--- src/rtl/agu_pkg.sv ---
package agu_pkg;

  typedef enum logic [1:0] {
    ORD_LINEAR = 2'd0,
    ORD_CIRC   = 2'd1,
    ORD_BITREV = 2'd2,
    ORD_ZIGZAG = 2'd3
  } order_e;

  typedef enum logic [1:0] {
    PH_IDLE = 2'd0,
    PH_WAIT = 2'd1,
    PH_EMIT = 2'd2
  } phase_e;

endpackage

--- src/rtl/agu_pacer.sv ---
module agu_pacer
  import agu_pkg::*;
#(
  parameter int DLY_W = 8,
  parameter int REP_W = 4
) (
  input  logic             clk,
  input  logic             rst_n,
  input  logic             go_i,
  input  logic [DLY_W-1:0] init_i,
  input  logic [DLY_W-1:0] mid_i,
  input  logic [DLY_W-1:0] rep_i,
  input  logic [REP_W-1:0] reps_i,
  input  logic             last_i,
  output logic             emit_o,
  output logic             clr_o,
  output logic             adv_o,
  output logic             done_o,
  output logic             busy_o
);

  phase_e           ph_q, ph_n;
  logic [DLY_W-1:0] cnt_q, cnt_n;
  logic [REP_W-1:0] pass_q, pass_n;
  logic             done_q, done_n;
  logic             cnt_en, pass_en;

  always_comb begin
    ph_n   = ph_q;
    cnt_n  = cnt_q;
    pass_n = pass_q;
    done_n = 1'b0;
    clr_o  = 1'b0;
    adv_o  = 1'b0;
    unique case (ph_q)
      PH_IDLE: begin
        if (go_i) begin
          clr_o  = 1'b1;
          pass_n = '0;
          if (init_i == '0) begin
            ph_n = PH_EMIT;
          end else begin
            ph_n  = PH_WAIT;
            cnt_n = init_i - DLY_W'(1);
          end
        end
      end
      PH_WAIT: begin
        if (cnt_q == '0) ph_n = PH_EMIT;
        else             cnt_n = cnt_q - DLY_W'(1);
      end
      PH_EMIT: begin
        if (!last_i) begin
          adv_o = 1'b1;
          if (mid_i != '0) begin
            ph_n  = PH_WAIT;
            cnt_n = mid_i - DLY_W'(1);
          end
        end else if (pass_q == reps_i) begin
          ph_n   = PH_IDLE;
          done_n = 1'b1;
        end else begin
          pass_n = pass_q + REP_W'(1);
          clr_o  = 1'b1;
          if (rep_i != '0) begin
            ph_n  = PH_WAIT;
            cnt_n = rep_i - DLY_W'(1);
          end
        end
      end
      default: ph_n = PH_IDLE;
    endcase
  end

  assign cnt_en  = (cnt_n != cnt_q);
  assign pass_en = (pass_n != pass_q);

  always_ff @(posedge clk or negedge rst_n) begin
    if (!rst_n) begin
      ph_q   <= PH_IDLE;
      done_q <= 1'b0;
    end else begin
      ph_q   <= ph_n;
      done_q <= done_n;
    end
  end

  always_ff @(posedge clk or negedge rst_n) begin
    if (!rst_n)      cnt_q <= '0;
    else if (cnt_en) cnt_q <= cnt_n;
  end

  always_ff @(posedge clk or negedge rst_n) begin
    if (!rst_n)       pass_q <= '0;
    else if (pass_en) pass_q <= pass_n;
  end

  assign emit_o = (ph_q == PH_EMIT);
  assign busy_o = (ph_q != PH_IDLE);
  assign done_o = done_q;

  AST_DONE_ONE_CYCLE: assert property (@(posedge clk) disable iff (!rst_n)
    done_q |=> !done_q);
  AST_DONE_AFTER_LAST: assert property (@(posedge clk) disable iff (!rst_n)
    done_q |-> $past(ph_q == PH_EMIT && last_i));
  AST_ZERO_INIT_EMIT: assert property (@(posedge clk) disable iff (!rst_n)
    (ph_q == PH_IDLE && go_i && init_i == '0) |=> (ph_q == PH_EMIT));
  AST_BACK_TO_BACK: assert property (@(posedge clk) disable iff (!rst_n)
    (ph_q == PH_EMIT && !last_i && mid_i == '0) |=> (ph_q == PH_EMIT));
  AST_GAP_ENTERS_WAIT: assert property (@(posedge clk) disable iff (!rst_n)
    (ph_q == PH_EMIT && !last_i && mid_i != '0) |=> (ph_q == PH_WAIT));

endmodule

--- src/rtl/agu_walker.sv ---
module agu_walker
  import agu_pkg::*;
#(
  parameter int AW = 6,
  parameter int CW = AW + 1
) (
  input  logic          clk,
  input  logic          rst_n,
  input  logic          clr_i,
  input  logic          adv_i,
  input  order_e        mode_i,
  input  logic [AW-1:0] base_i,
  input  logic [AW-1:0] stride_i,
  input  logic [CW-1:0] count_i,
  input  logic [CW-1:0] span_i,
  output logic [AW-1:0] addr_o,
  output logic          last_o,
  output logic [CW-1:0] idx_o
);

  logic [CW-1:0] idx_q, idx_n;
  logic [AW-1:0] off_q, off_n;
  logic [CW-1:0] col_q, col_n;
  logic [AW-1:0] row_q, row_n;
  logic          odd_q, odd_n;
  logic          step_en;
  logic [CW-1:0] circ_sum;

  // next-state of the walk position
  always_comb begin
    idx_n    = idx_q;
    off_n    = off_q;
    col_n    = col_q;
    row_n    = row_q;
    odd_n    = odd_q;
    circ_sum = {1'b0, off_q} + {1'b0, stride_i};
    if (clr_i) begin
      idx_n = '0;
      off_n = '0;
      col_n = '0;
      row_n = '0;
      odd_n = 1'b0;
    end else if (adv_i) begin
      idx_n = idx_q + CW'(1);
      unique case (mode_i)
        ORD_LINEAR: off_n = off_q + stride_i;
        ORD_CIRC: begin
          if (circ_sum >= span_i) off_n = AW'(circ_sum - span_i);
          else                    off_n = AW'(circ_sum);
        end
        ORD_ZIGZAG: begin
          if (col_q == span_i - CW'(1)) begin
            col_n = '0;
            row_n = row_q + AW'(span_i);
            odd_n = ~odd_q;
          end else begin
            col_n = col_q + CW'(1);
          end
        end
        default: ;
      endcase
    end
  end

  assign step_en = clr_i | adv_i;

  always_ff @(posedge clk or negedge rst_n) begin
    if (!rst_n) begin
      idx_q <= '0;
      off_q <= '0;
      col_q <= '0;
      row_q <= '0;
      odd_q <= 1'b0;
    end else if (step_en) begin
      idx_q <= idx_n;
      off_q <= off_n;
      col_q <= col_n;
      row_q <= row_n;
      odd_q <= odd_n;
    end
  end

  // bit-reversed index over log2(count) bits
  int            lg;
  logic [AW-1:0] rev;
  always_comb begin
    lg  = 0;
    rev = '0;
    for (int b = 0; b < CW; b++) begin
      if (count_i[b]) lg = b;
    end
    for (int b = 0; b < AW; b++) begin
      if (b < lg) rev[lg-1-b] = idx_q[b];
    end
  end

  logic [CW-1:0] zz_col;
  assign zz_col = odd_q ? (span_i - CW'(1) - col_q) : col_q;

  always_comb begin
    unique case (mode_i)
      ORD_BITREV: addr_o = base_i + rev;
      ORD_ZIGZAG: addr_o = base_i + row_q + AW'(zz_col);
      default:    addr_o = base_i + off_q;
    endcase
  end

  assign last_o = (idx_q == count_i - CW'(1));
  assign idx_o  = idx_q;

  AST_CLEAR_TO_ZERO: assert property (@(posedge clk) disable iff (!rst_n)
    clr_i |=> (idx_q == '0));
  AST_STEP_BY_ONE: assert property (@(posedge clk) disable iff (!rst_n)
    (adv_i && !clr_i) |=> (idx_q == $past(idx_q) + CW'(1)));

endmodule

--- src/rtl/rf_addr_sequencer.sv ---
module rf_addr_sequencer
  import agu_pkg::*;
#(
  parameter int DEPTH = 64,
  parameter int DLY_W = 8,
  parameter int REP_W = 4,
  localparam int AW   = $clog2(DEPTH),
  localparam int CW   = AW + 1
) (
  input  logic             clk,
  input  logic             rst_n,
  input  logic             cfg_we,
  input  logic [1:0]       cfg_mode,
  input  logic [AW-1:0]    cfg_base,
  input  logic [AW-1:0]    cfg_stride,
  input  logic [CW-1:0]    cfg_count,
  input  logic [CW-1:0]    cfg_span,
  input  logic [DLY_W-1:0] cfg_init_dly,
  input  logic [DLY_W-1:0] cfg_mid_dly,
  input  logic [DLY_W-1:0] cfg_rep_dly,
  input  logic [REP_W-1:0] cfg_reps,
  input  logic             start,
  output logic             addr_vld,
  output logic [AW-1:0]    addr,
  output logic             done,
  output logic             busy
);

  // reset: asserted asynchronously, released on the clock
  logic [1:0] rst_sync_q;
  logic       rst_int_n;
  always_ff @(posedge clk or negedge rst_n) begin
    if (!rst_n) rst_sync_q <= 2'b00;
    else        rst_sync_q <= {rst_sync_q[0], 1'b1};
  end
  assign rst_int_n = rst_sync_q[1];

  // configuration held for the whole stream
  order_e           mode_q;
  logic [AW-1:0]    base_q, stride_q;
  logic [CW-1:0]    count_q, span_q;
  logic [DLY_W-1:0] init_q, mid_q, rep_q;
  logic [REP_W-1:0] reps_q;
  logic             cfg_en;

  assign cfg_en = cfg_we & ~busy;

  always_ff @(posedge clk or negedge rst_int_n) begin
    if (!rst_int_n) begin
      mode_q   <= ORD_LINEAR;
      base_q   <= '0;
      stride_q <= '0;
      count_q  <= CW'(1);
      span_q   <= CW'(1);
      init_q   <= '0;
      mid_q    <= '0;
      rep_q    <= '0;
      reps_q   <= '0;
    end else if (cfg_en) begin
      mode_q   <= order_e'(cfg_mode);
      base_q   <= cfg_base;
      stride_q <= cfg_stride;
      count_q  <= cfg_count;
      span_q   <= cfg_span;
      init_q   <= cfg_init_dly;
      mid_q    <= cfg_mid_dly;
      rep_q    <= cfg_rep_dly;
      reps_q   <= cfg_reps;
    end
  end

  logic          clr, adv, last, emit;
  logic [CW-1:0] idx;

  agu_pacer #(
    .DLY_W (DLY_W),
    .REP_W (REP_W)
  ) u_pacer (
    .clk    (clk),
    .rst_n  (rst_int_n),
    .go_i   (start),
    .init_i (init_q),
    .mid_i  (mid_q),
    .rep_i  (rep_q),
    .reps_i (reps_q),
    .last_i (last),
    .emit_o (emit),
    .clr_o  (clr),
    .adv_o  (adv),
    .done_o (done),
    .busy_o (busy)
  );

  agu_walker #(
    .AW (AW),
    .CW (CW)
  ) u_walker (
    .clk      (clk),
    .rst_n    (rst_int_n),
    .clr_i    (clr),
    .adv_i    (adv),
    .mode_i   (mode_q),
    .base_i   (base_q),
    .stride_i (stride_q),
    .count_i  (count_q),
    .span_i   (span_q),
    .addr_o   (addr),
    .last_o   (last),
    .idx_o    (idx)
  );

  assign addr_vld = emit;

  AST_CFG_FROZEN: assert property (@(posedge clk) disable iff (!rst_int_n)
    (busy && $past(busy)) |-> $stable({mode_q, base_q, stride_q, count_q, span_q, init_q, mid_q, rep_q, reps_q}));
  AST_IDX_IN_PASS: assert property (@(posedge clk) disable iff (!rst_int_n)
    addr_vld |-> (idx < count_q));
  AST_IDLE_QUIET: assert property (@(posedge clk) disable iff (!rst_int_n)
    done |-> (!busy && !addr_vld));

endmodule

--- config.mk ---
export PLATFORM = sky130hd
export DESIGN_NAME = rf_addr_sequencer
export DESIGN_NICKNAME = d
export VERILOG_FILES = /design/src/rtl/agu_pkg.sv /design/src/rtl/agu_pacer.sv /design/src/rtl/agu_walker.sv /design/src/rtl/rf_addr_sequencer.sv
export SDC_FILE = /design/constraint.sdc
export NUM_CORES = 1
export LEC_CHECK = 0
export ABC_CLOCK_PERIOD_IN_PS = 9200
export CAP_MARGIN = 10
export CORE_MARGIN = 8
export CORE_UTILIZATION = 50
export CTS_BUF_LIST = sky130_fd_sc_hd__clkbuf_2
export DETAILED_ROUTE_END_ITERATION = 6
export HOLD_SLACK_MARGIN = 0.15
export PLACE_DENSITY = 0.76
export REMOVE_ABC_BUFFERS = 1
export SETUP_SLACK_MARGIN = 0.02
export SYNTH_ARGS = -nofsm -noshare
export SYNTH_HDL_FRONTEND = slang
export SYNTH_SLANG_ARGS = --single-unit
--- constraint.sdc ---
create_clock -name clk -period 9.2 [get_ports clk]
set_input_delay 2.3 -clock clk [delete_from_list [all_inputs] [get_ports clk]]
set_output_delay 2.3 -clock clk [all_outputs]
set_load 0.1 [all_outputs]
After elaboration in Yosys (flattened, before gate mapping) --
Index checks and enable logic that the tools add are counted.
Storage, ports and cells: bits in registers 100, bits of input ports 60, output and inout bits 9, word-level logic and storage cells 181
Cells by class: add/subtract/negate cells 24, magnitude comparators 19, equal/unequal tests 14, muxes and demuxes 78, bitwise gates (word level) 5, reduce and logical (&&, ||, !) cells 22
Operators with widths (number):
- $ge 32x1->1 const B | 6
- $lt 32x5->1 const B | 6
- $mux 6 | 14
- $sub 32x3->32 const B | 2
- $sub 32x4->32 const B | 2
- $mux 8 | 7
- $mux 7 | 6
- $add 6x6->6 | 6
- $sub 32x2->32 const B | 1
- $sub 8x1->8 const B | 4
- $bwmux 6 | 5
- $pmux 6 s2 | 2
- $pmux 8 s3 | 1
- $mux 1 | 19
- $demux 1 s3 | 6
- $mux 2 | 9
- $logic_not 8->1 | 2
- $reduce_bool 8->1 | 2
- $add 7x1->7 const B | 2
- $eq 7x7->1 | 2
- $sub 7x1->7 const B | 2
- $mux 4 | 3
- $sub 6x6->6 | 2
- $mux 3 | 3
- 30 further kinds | 48

Logic depth before layout (Yosys ltp) --
depth after elaboration 25, depth in mapped cells 27, depth with buffers taken out 24

Hierarchy --
From an unflattened synthesis, not the netlist that was laid out.
Unflattened totals: cell total of the unflattened synthesis 823, area, all modules 8008.9 um^2
By module, submodules not included:
- agu_walker | times used 1, cells each 462, area an instance 3767.4 um^2, seq. area each 675.6 um^2
- rf_addr_sequencer | times used 1, cells each 122, area an instance 2359.8 um^2, seq. area each 1453.9 um^2
- agu_pacer | times used 1, cells each 239, area an instance 1881.8 um^2, seq. area each 375.4 um^2

Worst setup path before layout --
Ideal clock, no wire load.
path type reg2out, from register count_q[2], to output addr[5], arrival 6.763 ns, required time 6.900 ns, slack 0.137 ns, cell stages (with the launch flop) 27, path buffers 4, cells stage by stage dfrtp_1 > buf_2 > nand2b_1 > a221o_1 > clkbuf_1 > ha_1 > clkbuf_1 > inv_1 > ha_1 > buf_2 > nand3_1 > nand2_1 > ha_1 > nor3b_1 > nand3_1 > a311o_1 > nor3_1 > nor3_1 > o221ai_1 > ha_1 > a21o_1 > a21oi_1 > or4b_2 > o2111ai_1 > and3_1 > mux2i_1 > a32oi_1
On the way: cells in the longest elaborated chain, start to end 24, elaborated cells on any way between the ends 61, those cells by class add/sub (7); order compare (18); mux (29); bitwise (1); reduce/logical (6)
Ends and longest elaborated chain:
- start: declaration | RTL line rf_addr_sequencer.sv:41 | logic [CW-1:0] count_q, span_q;
- start signal: assignment | RTL line rf_addr_sequencer.sv:63 | count_q <= cfg_count;
- $mux 2 (*) (2 in series) | RTL line agu_walker.sv:90 | if (count_i[b]) lg = b;
- $mux 3 (*) (3 in series) | RTL line agu_walker.sv:90
- parallel branches: the longest is 16 deep, another holds $sub 32x2->32
- $mux 6 (*) | RTL line agu_walker.sv:93 | if (b < lg) rev[lg-1-b] = idx_q[b];
- $add 6x6->6 (*) | RTL line agu_walker.sv:102 | ORD_BITREV: addr_o = base_i + rev;
- $pmux 6 s2 (*) | RTL line agu_walker.sv:101 | unique case (mode_i)
- end: declaration | RTL line rf_addr_sequencer.sv:24 | output logic [AW-1:0] addr,
Mark *: on every way between the ends.

Final worst setup path --
from register count_q[3], to output addr[5]
On the way: cells in the longest elaborated chain, start to end 23, elaborated cells on any way between the ends 60, those cells by class add/sub (7); order compare (18); mux (28); bitwise (1); reduce/logical (6)
Ends and longest elaborated chain (RTL line):
- $mux 2 (*) | agu_walker.sv:90
- $mux 3 (*) (3 in series) | agu_walker.sv:90
- parallel branches: the longest is 16 deep, another holds $sub 32x2->32
- $mux 6 (*) | agu_walker.sv:93
- $add 6x6->6 (*) | agu_walker.sv:102
- $pmux 6 s2 (*) | agu_walker.sv:101
Marks and branches as above.

==> results by group <==
Final layout
  – Most common cell after layout, fill and taps aside: dfrtp_1
  – Fill cell count: 1480
  – Most frequent cells in the layout: dfrtp_1, nand2_1, inv_1, clkdlybuf4s50_1
  – Layout area overhead: 11.71%
  – Layout net count: 1062
  – Register area: 0.002511 mm2
  – Multi-input combinational cell area: 0.004969 mm2
  – Ratio of cells with drive above 1 in the final layout: 0.1009

Timing
  – Fin Setup TNS: 0 ps
  – Min cycle time layout: 8787 ps
  – Fmax: 0.1138 GHz
  – Setup Skew: 51.27 ps
  – Slew margin rel.: 0.3491
  – Final setup vio count: 0
  – Worst-Margin Slew: 973.3 ps
  – Unrepaired setup endpoints after global routing: no
  – Max-slew violation total from the final report: 0
  – Final hold vios: 0
  – Tcrit/Tclk final: 0.9551
  – Final hold slack: 265.7 ps

Critical path
  – Worst-path maximum fanout: 13
  – Kind of critical path: reg2out
  – Worst EP arrival: 6490 ps
  – Critical Path End Type: output port
  – Type of origin of the critical path: flop
  – Worst Path Required: 6900 ps

Clock network
  – CTS tree: done
  – CTS Sinks: 100
  – Clk slew on worst S/H paths: 300 ps
  – Clk root buf: clkbuf_2
  – Worst-skew pair later-pin latency: 640 ps
  – TritonCTS Buffers: 9
  – Max H-tree Level: 3
  – Bufs on Longest Clock Path: 2
  – Post-CTS Hold Buffers: 0

Routing
  – ANT nets after route: 0
  – Remaining DRCs: 0
  – Pre-antenna DRT Iters: 6
  – Final WL: 18.51 mm
  – Routed len/inst: 16.11 um
  – Vias post-DR: 6617
  – Via density: 5.759
  – Iter 0 DRT Violations: 354

GRT
  – Antenna violations before repair: 1
  – Vias in the first global route: 6453
  – Overall Global Routing Usage: 0.1912
  – Largest net degree at the start of global routing: 77
  – First-pass GRT wire length: 31.38 mm
  – GR Overflow Total: 0

Synthesis
  – Synthesized instance count: 887
  – Post-Syn Area: 0.007918 mm2
  – Synthesis-stage register bit count: 100
  – Synth cell types: 75
  – Post-synth EDFFs: 0
  – Register area share after synthesis: 0.3164
  – Ys async rst share: 1.000
  – Syn_area_per_cell: 8.926 um2
  – Main flop type after synthesis: dfrtp_1
  – YS warnings: 0

Min path
  – Min-delay worst type: reg2async

Flow run
  – Max cap viols: 0

Outcome
  – Status: finished, final reports clean

Floorplan
  – Die W: 141.8 um
  – Io pins: 69
  – Die area: 0.02012 mm2
  – Rows: 46
  – Core Footprint: 0.01566 mm2
  – Die height: 141.8 um
  – Initial Util: 0.5058

Placement
  – Dpl hpwl: 14.07 mm
  – Port bufs: 68
  – Placer Congestion: 0.8874
## worst max-delay path, stage by stage, from the launching register on
cell,delay (ps)
dfrtp_1,580
nor2_1,80
a221o_2,500
ha_1,230
ha_2,460
ha_1,240
ha_1,240
nand2_1,100
ha_1,280
nor3b_1,200
nand3_1,120
a311o_1,400
o311ai_1,250
nand3b_1,110
a22oi_1,180
ha_1,210
a21oi_1,120
or4b_2,620
o2111ai_1,200
and3_1,210
mux2i_1,60
a32oi_1,200
buf_6,250
## timing repair
| action | 4_1_cts | 5_1_grt |
|---|---|---|
| buffers inserted | 0 | 4 |
| gates resized for setup | 1 | 8 |
| endpoints found under the setup margin | 1 | 2 |
## through the flow
step | utilization | area (um2) | setup WS [ps] | instances
global route | 0.5650 | 8845 | 19.07 | 1149
floorplan | - | 7712 | 371.4 | 841
finish | 0.5650 | 8845 | 413.1 | 1149
detailed placement | 0.5545 | 8681 | 806.0 | 1128
global placement | 0.5545 | 8681 | 938.6 | 1128
CTS | 0.5612 | 8786 | 48.76 | 1144
## path summary, 6_finish.rpt
| check | startpoint | cells past startpoint | to | slack, ps |
|---|---|---|---|---|
| min in group clk | rst_sync_q[0]$_DFF_PN0_ | 0 | rst_sync_q[1]$_DFF_PN0_ | 390 |
| hold reg to reg | rst_sync_q[1]$_DFF_PN0_ | 0 | rep_q[7]$_DFFE_PN0P_ | 270 |
| setup reg to reg | count_q[0]$_DFFE_PN1P_ | 9 | u_walker.odd_q$_DFFE_PN0P_ | 5650 |
| hold / removal | rst_sync_q[1]$_DFF_PN0_ | 0 | rep_q[7]$_DFFE_PN0P_ | 270 |
| max in group asynchronous | rst_n | 1 | rst_sync_q[1]$_DFF_PN0_ | 7290 |
| setup / recovery | count_q[3]$_DFFE_PN0P_ | 22 | addr[5] | 410 |
## cell families (layout without fill, tap and decap cells)
family	after synthesis	after routing	synth area share
buffers and inverters	116	161	0.05910
other	1	2	0.0004736
xor gates and xnor gates	60	60	0.06637
muxes	60	60	0.08439
and+or+nand+nor	253	253	0.1598
DFF	100	100	0.3164
AOI/OAI and AO/OA	222	222	0.1846
adders and majority gates	75	75	0.1290
## cells in the mapped netlist (10+ instances only)
cell | number | share of area
a21o_1 | 14 | 0.013
a21oi_1 | 55 | 0.035
a22o_1 | 14 | 0.015
clkbuf_1 | 32 | 0.015
dfrtp_1 | 98 | 0.31
fa_1 | 11 | 0.028
ha_1 | 64 | 0.10
inv_1 | 69 | 0.033
mux2_2 | 40 | 0.057
mux2i_1 | 18 | 0.023
nand2_1 | 73 | 0.035
nand3_1 | 28 | 0.018
nand4_1 | 10 | 0.0079
nor2_1 | 60 | 0.028
nor3_1 | 18 | 0.011
o21ai_0 | 61 | 0.039
or3_1 | 13 | 0.010
xnor2_1 | 35 | 0.039
xor2_1 | 25 | 0.028
## routing by layer
layer	part of all wire	up-vias	GRT usage
li1	-	3239	-
met1	0.46	3157	0.2509
met2	0.47	186	0.3101
met3	0.045	35	0.02856
met4	0.022	0	0.07801
met5	0	-	0
## cell type report
| type | instances | share of cell area |
|---|---|---|
| Multi-Input combinational cell | 671 | 0.5617 |
| Sequential cell | 100 | 0.2839 |
| Inverter | 70 | 0.02971 |
| Clock buffer | 9 | 0.005093 |
| Clock inverter | 7 | 0.006507 |
| Antenna cell | 1 | 0.0002829 |
| Tap cell | 216 | 0.03056 |
| Timing Repair Buffer | 75 | 0.08219 |
## sequential cells by signal (all words and copies together), names as in the netlist, 6 cells and up
name,count
base_q,6
u_walker.idx_o,7
mid_q,8
u_pacer.cnt_q,8
span_q,7
u_walker.row_q,6
count_q,7
init_q,8
rep_q,8
u_walker.off_q,6
u_walker.col_q,7
stride_q,6
Power is not shown: default switching activity piles up to over one toggle a cycle in this logic, so the estimate is an artifact.
